===== config.mk =====
export PLATFORM = sky130hd
export DESIGN_NAME = shared_prescaler
export DESIGN_NICKNAME = d
export VERILOG_FILES = /design/src/rtl/sp_pkg.sv /design/src/rtl/sp_cfg_reg.sv /design/src/rtl/sp_divider.sv /design/src/rtl/sp_wrap_counter.sv /design/src/rtl/shared_prescaler.sv
export SDC_FILE = /design/constraint.sdc
export NUM_CORES = 1
export LEC_CHECK = 0
export CAP_MARGIN = 20
export CORE_AREA = 4 4 64 66
export DETAILED_ROUTE_END_ITERATION = 10
export DIE_AREA = 0 0 68 70
export PLACE_DENSITY = 0.72
export SLEW_MARGIN = 40
export SYNTH_ARGS = -nofsm -noshare
export SYNTH_HDL_FRONTEND = slang
export SYNTH_HIERARCHICAL = 1
export SYNTH_SLANG_ARGS = --single-unit
export TNS_END_PERCENT = 100

===== constraint.sdc =====
create_clock -name clk -period 2.7 [get_ports clk]
set_clock_uncertainty 0.05 [all_clocks]
set_input_delay 0.27 -clock clk [delete_from_list [all_inputs] [get_ports clk]]
set_output_delay 0.27 -clock clk [all_outputs]
set_load 0.01 [all_outputs]

===== src/rtl/sp_pkg.sv =====
package sp_pkg;
  typedef enum logic {
    OWNER_TIMER = 1'b0,
    OWNER_WDT   = 1'b1
  } sp_owner_e;
endpackage


===== src/rtl/sp_cfg_reg.sv =====
module sp_cfg_reg #(
  parameter int RATE_W = 3
) (
  input  logic              clk,
  input  logic              rst,
  input  logic              wr_cfg,
  input  logic [RATE_W:0]   wr_bits,
  output sp_pkg::sp_owner_e owner,
  output logic [RATE_W-1:0] rate
);
  always_ff @(posedge clk) begin
    if (rst) begin
      owner <= sp_pkg::OWNER_TIMER;
      rate  <= '0;
    end else if (wr_cfg) begin
      owner <= sp_pkg::sp_owner_e'(wr_bits[RATE_W]);
      rate  <= wr_bits[RATE_W-1:0];
    end
  end
endmodule


===== src/rtl/sp_divider.sv =====
module sp_divider #(
  parameter int RATE_W = 3
) (
  input  logic              clk,
  input  logic              rst,
  input  logic              tick,
  input  logic              clr,
  input  logic              to_wdt,
  input  logic [RATE_W-1:0] rate,
  output logic              div_tick
);
  localparam int PRE_W = 1 << RATE_W;

  logic [PRE_W-1:0] pre_cnt;
  logic [PRE_W-1:0] mask;
  logic [RATE_W:0]  span;

  // Timer owner divides by 2^(rate+1), watchdog owner by 2^rate.
  assign span = {1'b0, rate} + {{RATE_W{1'b0}}, ~to_wdt};

  genvar i;
  generate
    for (i = 0; i < PRE_W; i++) begin : g_mask
      assign mask[i] = span > (RATE_W + 1)'(i);
    end
  endgenerate

  assign div_tick = tick & ((pre_cnt & mask) == mask);

  always_ff @(posedge clk) begin
    if (rst || clr)
      pre_cnt <= '0;
    else if (tick)
      pre_cnt <= pre_cnt + 1'b1;
  end
endmodule


===== src/rtl/sp_wrap_counter.sv =====
module sp_wrap_counter #(
  parameter int W = 8
) (
  input  logic         clk,
  input  logic         rst,
  input  logic         clr,
  input  logic         load,
  input  logic [W-1:0] load_val,
  input  logic         inc,
  output logic [W-1:0] count,
  output logic         wrap_evt
);
  assign wrap_evt = inc & ~clr & ~load & (&count);

  always_ff @(posedge clk) begin
    if (rst || clr)
      count <= '0;
    else if (load)
      count <= load_val;
    else if (inc)
      count <= count + 1'b1;
  end
endmodule


===== src/rtl/shared_prescaler.sv =====
module shared_prescaler #(
  parameter int TMR_W  = 8,
  parameter int WDT_W  = 8,
  parameter int RATE_W = 3
) (
  input  logic             clk,
  input  logic             rst,
  input  logic             tick_in,
  input  logic             wr_en,
  input  logic             wr_sel,
  input  logic [TMR_W-1:0] wr_data,
  input  logic             wdt_kick,
  output logic [TMR_W-1:0] tmr_value,
  output logic             tmr_ovf,
  output logic             wdt_timeout
);
  sp_pkg::sp_owner_e owner;
  logic [RATE_W-1:0] rate;
  logic              owner_wdt;
  logic              wr_cfg, wr_tmr;
  logic              div_tick, div_clr;
  logic              tmr_inc, wdt_inc;
  logic              tmr_wrap, wdt_wrap;
  logic [WDT_W-1:0]  wdt_count;

  assign wr_cfg    = wr_en & ~wr_sel;
  assign wr_tmr    = wr_en & wr_sel;
  assign owner_wdt = (owner == sp_pkg::OWNER_WDT);
  assign div_clr   = owner_wdt ? wdt_kick : wr_tmr;
  assign tmr_inc   = owner_wdt ? tick_in : div_tick;
  assign wdt_inc   = owner_wdt ? div_tick : tick_in;

  sp_cfg_reg #(.RATE_W(RATE_W)) u_cfg (
    .clk(clk), .rst(rst), .wr_cfg(wr_cfg), .wr_bits(wr_data[RATE_W:0]),
    .owner(owner), .rate(rate)
  );

  sp_divider #(.RATE_W(RATE_W)) u_div (
    .clk(clk), .rst(rst), .tick(tick_in), .clr(div_clr),
    .to_wdt(owner_wdt), .rate(rate), .div_tick(div_tick)
  );

  sp_wrap_counter #(.W(TMR_W)) u_tmr (
    .clk(clk), .rst(rst), .clr(1'b0), .load(wr_tmr), .load_val(wr_data),
    .inc(tmr_inc), .count(tmr_value), .wrap_evt(tmr_wrap)
  );

  sp_wrap_counter #(.W(WDT_W)) u_wdt (
    .clk(clk), .rst(rst), .clr(wdt_kick), .load(1'b0), .load_val('0),
    .inc(wdt_inc), .count(wdt_count), .wrap_evt(wdt_wrap)
  );

  always_ff @(posedge clk) begin
    if (rst) begin
      tmr_ovf     <= 1'b0;
      wdt_timeout <= 1'b0;
    end else begin
      wdt_timeout <= wdt_wrap;
      if (wr_tmr)
        tmr_ovf <= 1'b0;
      else if (tmr_wrap)
        tmr_ovf <= 1'b1;
    end
  end
endmodule


==> results.txt, run 1 <==
status -> complete, no violations
Die Width -> 68 microns
Max VDD drop -> 0.233 mV
dpl cells -> 274
largest cells by area after synthesis -> dfxtp_1 37%, o21ai_0 6.1%, xor2_1 5.9%
worst r2r src -> u_cfg/owner
drt wl/cell -> 12.1 microns
routed vias -> 1,474
required time of the critical path -> 2.88 ns
post-route antenna net violation count -> 0
Yosys top cell by area -> dfxtp_1
CP Class -> flop to flop
CP endpoint kind -> flop
top-area cell type share of the netlist area -> 36.5%
Cell variety after synth -> 41
layout cells sized above 1 -> 9.91%
GRT Util Overall -> 15.8%
fin crit share -> 94.1%
Starting Density -> 45.9%
CTS clk-pin slew, worst paths -> 0.09 ns
Cell Area, Synth -> 1640 sq um
Post-Syn Instances -> 192
first-pass GRT wire length -> 5.96 mm
I/O pin count -> 24
initial antenna violation count -> 0
Max Cap Violations -> 0
H-tree depth -> 2
Crit Path Max Fanout -> 4
post-synthesis async set-or-reset flop share -> 0%
drt first pass iters -> 4
Leak -> 0.733 nW
hold-fix buffer count after cts -> 0
Die Y -> 70 microns
YS warnings -> 6
crit path DAT -> 2.72 ns
DP Wirelength -> 2.52 mm
hold worst-path end -> tmr_ovf
Site Rows -> 22
Fin. Hold Viols -> 0
Post-CTS Setup Bufs -> 0
Hold Crit Start -> tmr_ovf
P&R area growth vs syn -> 24.7%
Slew Limit Fails -> 0
vias per cell -> 5.26
Worst R2R End -> u_tmr/count[7]
NumNets Final -> 252
number of synthesized flops with an enable pin -> 0
Core Region -> 3580 sq um
post-cts resize count -> 0
die area -> 4760 sq um
Clock Root Buffer -> clkbuf_4
Pwr per Cell Area -> 421 nW/um^2
number of synthesized register bits -> 30
diode count -> 0
CTS Sinks -> 30
Avg Inst Size Synth -> 8.56 sq um
number of global-route vias before repair -> 1,347
CTS tree -> yes
most common cell after layout, fill and taps aside -> dfxtp_1
most frequent cells in the layout -> 29 x dfxtp_1, 23 x clkdlybuf4s50_1, 18 x nor2_1, 18 x o21ai_0, 14 x conb_1
post-route DRC violation count -> 0
CTS Buf Count -> 5
clk buf depth -> 2
non-filler cells, final -> 280
Overflow after GRT -> 0
worst skew pair latency -> 0.32 ns
# setup viols final -> 0
PortBufs -> 23
pin count of the biggest net entering global routing -> 12
gpl congestion -> 0.805
sequential share of the synthesized area -> 36.5%
ys flop type -> dfxtp_1
Layout Utilization -> 57.3%
FF-to-FF path depth -> 11
crit path launch type -> flop
WL final -> 3.38 mm
fin crit period -> 2.54 ns
worst hold path depth -> 2
Tightest Hold Check Type -> flop to flop
R2R setup slack -> 0.16 ns
Peak Freq -> 0.393 GHz
initial DRC count -> 112
==> Yosys cell counts (all sizes together) (3+ instances only) <==
cell type and count:
mux2 3, nand3 7, nand2 13, buf 5
xor2 11, nor2 18, nor3 3, and2b 3
o21ai 20, and2 5, xnor2 3, o2111ai 3
dfxtp 30, ha 5, a21oi 8, mux2i 7
or3 5, a31oi 4, nand4 10
==> how the worst max path moves through the flow <==
stage	to	start	cells after the start	slack (ns)
after detailed placement	u_tmr/count[7]	u_cfg/owner	10	0.06
after global routing	u_wdt/count[7]	u_cfg/owner	10	-0.0006
after global placement	u_wdt/count[7]	tick_in	8	0.14
after CTS	u_tmr/count[7]	u_cfg/owner	10	0.03
after floorplan	u_wdt/count[7]	u_cfg/owner	12	0.03
final	u_tmr/count[7]	u_cfg/owner	11	0.16
==> kinds of logic (layout without fill, tap and decap cells) <==
group	after synthesis	in the layout	share of synthesized area (%)
flops	30	30	36.5
mux	10	10	6.32
fa+ha+maj	5	5	3.81
buf+inv	11	38	4.11
simple gates	79	79	26.4
other cells	1	14	0.228
xor+xnor	14	14	7.46
compound gates	42	42	15.1
==> critical path: stages (launching register included) <==
cell,delay (ns)
dfxtp_2,0.33
inv_1,0.05
ha_4,0.17
ha_4,0.22
nor2_1,0.07
o21ai_0,0.07
o21a_1,0.20
o21ai_2,0.13
mux2_2,0.17
or4b_1,0.41
or4_1,0.48
o311ai_1,0.09
==> power by group <==
group / internal, mW / switching [mW]
clock network: 0.117 / 0.139
logic: 0.0700 / 0.0638
registers: 0.456 / 0.0163
==> metal layers <==
layer	global-route usage [%]	wire length, microns	part of all wire [%]
met1	20.6	1690	50
met2	24.5	1470	43
met4	3.97	41	1.2
met5	0	0	0
met3	5.47	189	5.6
==> final cells by class <==
type	instances	area, sq um
clock buffers	6	51.3
fillers	320	1530
inverters	4	15.0
multi-input cells	164	1050
flip-flops and latches	30	602
well taps	48	60.1
repair buffers	28	268
==> per-stage QoR <==
step	hold slack (ns)	worst slack, ns	power [mW]	instance area, sq um	setup TNS, ns
after floorplan	0.285	0.0336	0.564	1710	0
after global placement	0.425	0.137	0.609	1980	0
after detailed placement	0.447	0.0635	0.611	1980	0
after CTS	0.459	0.0326	0.870	2030	0
after global routing	0.505	-0.000593	0.916	2050	-0.000593
final	0.451	0.159	0.863	2050	0
==> state kept, by name, summed over array words and instances, names as in the netlist <==
signal,count
u_wdt/count,8
u_tmr/count,8
u_cfg/rate,3
wdt_timeout,1
u_cfg/owner,1
u_div/pre_cnt,8
tmr_ovf,1
No activity file was read; power rests on OpenSTA's default activity.
==> inputs of run 2 (changes only) <==
- SETUP_SLACK_MARGIN: default -> 0.15
==> run 2 against run 1 <==
  * Flip-flop and latch count stayed put
  * Hold slack better by 0.0034 ns
  * Clock-buffer cell count is 1 higher
  * Register-to-register slack hardly changed
  * Largest cell class unchanged
==> results.txt, run 2 (synthesis results as in run 1) <==
setup repair after global routing missed its margin -> true
Die Y -> 70 microns (unchanged)
post-route cell area -> 2090 sq um (was 2050 sq um)
drt first pass iters -> 4 (unchanged)
Slew Limit Fails -> 0 (unchanged)
fin crit share -> 94.6% (was 94.1%)
DP Wirelength -> 2.48 mm (was 2.52 mm)
clk buf depth -> 2 (unchanged)
Crit Path Max Fanout -> 8 (was 4)
die area -> 4760 sq um (unchanged)
placed instance area -> 2000 sq um (was 1980 sq um)
Overflow after GRT -> 0 (unchanged)
NumNets Final -> 253 (was 252)
Fin. Hold Viols -> 0 (unchanged)
Hold Crit Start -> tmr_ovf (unchanged)
Starting Density -> 45.9% (unchanged)
layout cells sized above 1 -> 12.3% (was 9.91%)
Setup WS post-layout -> 0.145 ns (was 0.159 ns)
CP Class -> flop to flop (unchanged)
Max Cap Violations -> 0 (unchanged)
fin crit period -> 2.56 ns (was 2.54 ns)
GRT Util Overall -> 15.7% (was 15.8%)
diode count -> 0 (unchanged)
vias per cell -> 5.07 (was 5.26)
total power -> 0.898 mW (was 0.863 mW)
CTS tree -> yes (unchanged)
initial DRC count -> 66 (was 112)
H-tree depth -> 2 (unchanged)
Site Rows -> 22 (unchanged)
CP endpoint kind -> flop (unchanged)
number of global-route vias before repair -> 1,295 (was 1,347)
worst skew pair latency -> 0.33 ns (was 0.32 ns)
Place WS -> 0.0723 ns (was 0.0635 ns)
first-pass GRT wire length -> 5.89 mm (was 5.96 mm)
Die Width -> 68 microns (unchanged)
most common cell after layout, fill and taps aside -> dfxtp_1 (unchanged)
post-route antenna net violation count -> 0 (unchanged)
Regs by FF count -> u_div/pre_cnt (8), u_tmr/count (8), u_wdt/count (8) (unchanged)
Leak -> 0.751 nW (was 0.733 nW)
CTS clk-pin slew, worst paths -> 0.10 ns (was 0.09 ns)
PortBufs -> 23 (unchanged)
P&R area growth vs syn -> 27.2% (was 24.7%)
worst r2r src -> u_cfg/owner (unchanged)
CTS Buf Count -> 5 (unchanged)
WL final -> 3.41 mm (was 3.38 mm)
crit path DAT -> 2.72 ns (about the same)
Crit path largest cell delay -> 0.39 ns (was 0.48 ns)
CTS Sinks -> 30 (unchanged)
most frequent cells in the layout -> 28 x dfxtp_1, 23 x clkdlybuf4s50_1, 17 x nor2_1, 17 x o21ai_0, 14 x conb_1 (was 29 x dfxtp_1, 23 x clkdlybuf4s50_1, 18 x nor2_1, 18 x o21ai_0, 14 x conb_1)
crit path launch type -> flop (unchanged)
Pwr per Cell Area -> 429 nW/um^2 (was 421 nW/um^2)
setup TNS -> 0 ns (unchanged)
initial antenna violation count -> 0 (unchanged)
post-route DRC violation count -> 0 (unchanged)
Tightest Hold Check Type -> flop to flop (unchanged)
Layout Utilization -> 58.5% (was 57.3%)
non-filler cells, final -> 283 (was 280)
pin count of the biggest net entering global routing -> 12 (unchanged)
required time of the critical path -> 2.87 ns (was 2.88 ns)
Core Region -> 3580 sq um (unchanged)
gpl congestion -> 0.815 (was 0.805)
Worst Setup SP -> u_cfg/owner (unchanged)
I/O pin count -> 24 (unchanged)
drt wl/cell -> 12.0 microns (was 12.1 microns)
dpl cells -> 273 (was 274)
Clock Root Buffer -> clkbuf_4 (unchanged)
CP cell instances -> inv_2 -> ha_4 -> ha_4 -> a21boi_1 -> o21a_1 -> o21ai_2 -> mux2_4 -> buf_4 -> buf_4 -> nand2_1 -> xor2_1 -> a2111oi_1 (was inv_1 -> ha_4 -> ha_4 -> nor2_1 -> o21ai_0 -> o21a_1 -> o21ai_2 -> mux2_2 -> or4b_1 -> or4_1 -> o311ai_1)
# setup viols final -> 0 (unchanged)
status -> complete, no violations (unchanged)
Max VDD drop -> 0.306 mV (was 0.233 mV)
WHS -> 0.454 ns (was 0.451 ns)
Peak Freq -> 0.391 GHz (was 0.393 GHz)
CP max stage cell -> a2111oi_1 (was or4_1)
routed vias -> 1,434 (was 1,474)
run 2: worst paths after layout:
check	endpoint	slack, ns	cells after the start
worst max-delay path	u_wdt/count[2]	0.14	12
worst min-delay path	tmr_ovf	0.45	2
worst max register to register	u_wdt/count[2]	0.14	12
worst min register to register	tmr_ovf	0.45	2
run 2: cell type report:
| type | instances | area [sq um] |
|---|---|---|
| Tap cell | 48 | 60.1 |
| Clock inverter | 1 | 5.00 |
| Fill cell | 330 | 1490 |
| Sequential cell | 30 | 606 |
| Inverter | 4 | 15.0 |
| Clock buffer | 7 | 55.1 |
| Multi-Input combinational cell | 164 | 1080 |
| Timing Repair Buffer | 29 | 275 |
run 2: repair_timing:
action,4_1_cts,5_1_grt
setup buffers,1,1
resized for setup,2,8
setup endpoints to repair,2,3
hold buffers,0,0
hold endpoints to repair,0,0
pin swaps,0,2
run 2: worst max-delay path, delay by kind of cell, from the launching register on:
| family | cells | cell delay, ns |
|---|---|---|
| fa+ha+maj | 2 | 0.45 |
| simple gates | 1 | 0.11 |
| mux | 1 | 0.27 |
| buf+inv | 3 | 0.32 |
| compound gates | 4 | 0.80 |
| flops | 1 | 0.36 |
| xor+xnor | 1 | 0.07 |
run 2: power breakdown:
part           leakage, nW  internal (mW)  switching (mW)
sequential           0.245          0.456          0.0162
clock               0.0353          0.126           0.157
combinational        0.471         0.0757          0.0671
total                0.751          0.658           0.240
run 2: routing by layer:
metal	share of wire (%)	routed length, microns	GRT usage (%)
met4	1.2	40	5.96
met5	0	0	0
met3	3.6	122	3.86
met1	48	1630	21.6
met2	47	1610	23.3
==> inputs of run 3 (changes only) <==
- CORE_AREA: 4 4 64 66 -> 2 2 62 64
- CTS_CLUSTER_DIAMETER: default -> 150
- DIE_AREA: 0 0 68 70 -> 0 0 64 66
- GPL_ROUTABILITY_DRIVEN: default -> 0
==> run 3 against run 2 <==
  * Final cell count decreased by 0.35%
  * Hold slack worse by 0.0084 ns
  * First-iteration DRC count increased by 38%
  * Die area shrank 11%
  * Sequential share of layout area down 0.15 points
  * Clock-buffer cell count unchanged
  * Sequential power is essentially flat
  * Global-route usage grew 2.1 points
  * Non-clock buffer count decreased by 1
  * Wire length up 0.88%
  * Via count increased by 2.2%
  * Critical endpoint is now u_tmr/count[7]
  * Largest cell class unchanged
  * Largest power group unchanged
  * Highest routed layer unchanged
==> results.txt, run 3 (synthesis results as in run 1) <==
R2R setup slack -> 0.18 ns (was 0.14 ns)
CTS tree -> yes (unchanged)
initial antenna violation count -> 0 (unchanged)
worst r2r src -> u_cfg/owner (unchanged)
CTS Buf Count -> 5 (unchanged)
Die Y -> 66 microns (was 70 microns)
WL final -> 3.44 mm (was 3.41 mm)
crit path launch type -> flop (unchanged)
drt wl/cell -> 12.2 microns (was 12.0 microns)
Crit path largest cell delay -> 0.44 ns (was 0.39 ns)
CP bufs+invs -> 1 (was 3)
fin crit share -> 93.4% (was 94.6%)
initial DRC count -> 91 (was 66)
pin count of the biggest net entering global routing -> 12 (unchanged)
diode count -> 0 (unchanged)
Top delay family on crit path -> simple AND/OR/NAND/NOR gates (was compound AO/OA/AOI/OAI gates)
hold-fix buffer count after cts -> 0 (unchanged)
Site Rows -> 22 (unchanged)
post-route DRC violation count -> 0 (unchanged)
CTS Sinks -> 30 (unchanged)
GRT Util Overall -> 17.8% (was 15.7%)
setup TNS -> 0 ns (unchanged)
setup repair after global routing missed its margin -> true (unchanged)
worst hold path depth -> 2 (unchanged)
Max Cap Violations -> 0 (unchanged)
Tightest Hold Check Type -> flop to flop (unchanged)
NumNets Final -> 252 (was 253)
post-route antenna net violation count -> 0 (unchanged)
CTS clk-pin slew, worst paths -> 0.10 ns (about the same)
Net Sw Frac -> 26.6% (was 26.7%)
most frequent cells in the layout -> 28 x dfxtp_1, 23 x clkdlybuf4s50_1, 18 x nor2_1, 18 x o21ai_0, 14 x conb_1 (was 28 x dfxtp_1, 23 x clkdlybuf4s50_1, 17 x nor2_1, 17 x o21ai_0, 14 x conb_1)
vias per cell -> 5.20 (was 5.07)
# setup viols final -> 0 (unchanged)
clk buf depth -> 2 (unchanged)
H-tree depth -> 2 (unchanged)
number of global-route vias before repair -> 1,388 (was 1,295)
layout cells sized above 1 -> 12.8% (was 12.3%)
status -> complete, no violations (unchanged)
most common cell after layout, fill and taps aside -> dfxtp_1 (unchanged)
CP cell instances -> inv_2 -> ha_4 -> ha_4 -> nor2_1 -> o21ai_0 -> o21a_1 -> o21ai_2 -> mux2_4 -> or4b_1 -> or4_4 -> o311ai_4 (was inv_2 -> ha_4 -> ha_4 -> a21boi_1 -> o21a_1 -> o21ai_2 -> mux2_4 -> buf_4 -> buf_4 -> nand2_1 -> xor2_1 -> a2111oi_1)
CP endpoint kind -> flop (unchanged)
Comb pwr share -> 15.5% (was 15.9%)
Overflow after GRT -> 0 (unchanged)
first-pass GRT wire length -> 5.85 mm (was 5.89 mm)
clock power share -> 31.6% (was 31.5%)
Slew Limit Fails -> 0 (unchanged)
Clock Root Buffer -> clkbuf_4 (unchanged)
Peak Freq -> 0.396 GHz (was 0.391 GHz)
I/O pin count -> 24 (unchanged)
# fillers -> 321 (was 330)
Register Area -> 606 sq um (unchanged)
Max VDD drop -> 0.287 mV (was 0.306 mV)
post-route cell area -> 2100 sq um (was 2090 sq um)
Leak -> 0.763 nW (was 0.751 nW)
hold worst-path end -> tmr_ovf (unchanged)
Fin. Hold Viols -> 0 (unchanged)
Starting Density -> 46.3% (was 45.9%)
worst skew pair latency -> 0.33 ns (about the same)
Core Region -> 3550 sq um (was 3580 sq um)
required time of the critical path -> 2.89 ns (was 2.87 ns)
most used cell, CP -> ha_4
P&R area growth vs syn -> 27.9% (was 27.2%)
FF-to-FF path depth -> 11 (was 12)
drt first pass iters -> 4 (unchanged)
die area -> 4220 sq um (was 4760 sq um)
Hold Crit Start -> tmr_ovf (unchanged)
DP Wirelength -> 2.50 mm (was 2.48 mm)
CP max stage cell -> or4_4 (was a2111oi_1)
routed vias -> 1,465 (was 1,434)
Crit Path Max Fanout -> 4 (was 8)
crit path DAT -> 2.71 ns (was 2.72 ns)
Worst R2R End -> u_tmr/count[7] (was u_wdt/count[2])
PortBufs -> 23 (unchanged)
fin crit period -> 2.52 ns (was 2.56 ns)
Regs by FF count -> u_div/pre_cnt (8), u_tmr/count (8), u_wdt/count (8) (unchanged)
placed instance area -> 2000 sq um (unchanged)
Pint -> 0.654 mW (was 0.658 mW)
Psw -> 0.238 mW (was 0.240 mW)
Sequential Power Share -> 53.0% (was 52.6%)
CP Class -> flop to flop (unchanged)
Pwr per Cell Area -> 424 nW/um^2 (was 429 nW/um^2)
footprint of the multi-input gates -> 1090 sq um (was 1080 sq um)
Die Width -> 64 microns (was 68 microns)
==> run 3: worst max-delay path by stage <==
| stage | from | to | slack [ns] | cells past startpoint |
|---|---|---|---|---|
| floorplan | u_cfg/owner | u_wdt/count[7] | 0.11 | 12 |
| global placement | tick_in | u_wdt/count[7] | 0.15 | 8 |
| detailed placement | tick_in | u_wdt/count[7] | 0.1 | 8 |
| CTS | u_cfg/rate[0] | u_wdt/count[7] | 0.17 | 10 |
| global route | u_cfg/owner | u_tmr/count[7] | 0.12 | 11 |
| finish | u_cfg/owner | u_tmr/count[7] | 0.18 | 11 |
==> run 3: per-layer routing <==
| metal | routed length, microns | vias to the layer above | global-route usage (%) | part of all wire, % |
|---|---|---|---|---|
| met4 | 36 | 0 | 8.15 | 1.0 |
| met1 | 1580 | 673 | 21.4 | 46 |
| met2 | 1700 | 19 | 30.3 | 49 |
| met3 | 118 | 4 | 3.75 | 3.4 |
| li1 | - | 769 | - | - |
| met5 | 0 | - | 0 | 0 |
==> run 3: through the flow <==
stage                     util (%)  hold slack, ns  total power, mW  cells  setup WS, ns
final                         59.2           0.446            0.892    282         0.177
after floorplan                  -           0.283            0.570    205         0.108
after global routing          59.2           0.496            0.943    282         0.119
after detailed placement      56.2           0.431            0.614    273        0.0972
after CTS                     58.2           0.450            0.900    282         0.165
after global placement        56.2           0.441            0.612    273         0.151
==> run 3: layout make-up <==
type / count / share of cell area (%)
Multi-Input combinational cell: 164 / 52.1
Clock inverter: 1 / 0.238
Timing Repair Buffer: 28 / 12.7
Sequential cell: 30 / 28.8
Tap cell: 48 / 2.86
Inverter: 4 / 0.714
Clock buffer: 7 / 2.62
==> run 3: worst min-delay path, cell delays in order, from the launching register on <==
cell,delay [ns]
dfxtp_1,0.32
nor2_1,0.10
nor3_1,0.05
==> run 3: power by group through the flow <==
stage	Sequential (mW)	Combinational, mW	Clock [mW]
6_report	0.472	0.138	0.282
5_1_grt	0.476	0.153	0.314
4_1_cts	0.472	0.135	0.293
3_5_place_dp	0.484	0.131	0
3_3_place_gp	0.483	0.129	0
2_1_floorplan	0.481	0.0887	0
==> run 3: repair_timing <==
item                       CTS  global route
setup endpoints to repair    2             3
resized for setup            2             7
setup buffers                1             0
pin swaps                    0             3
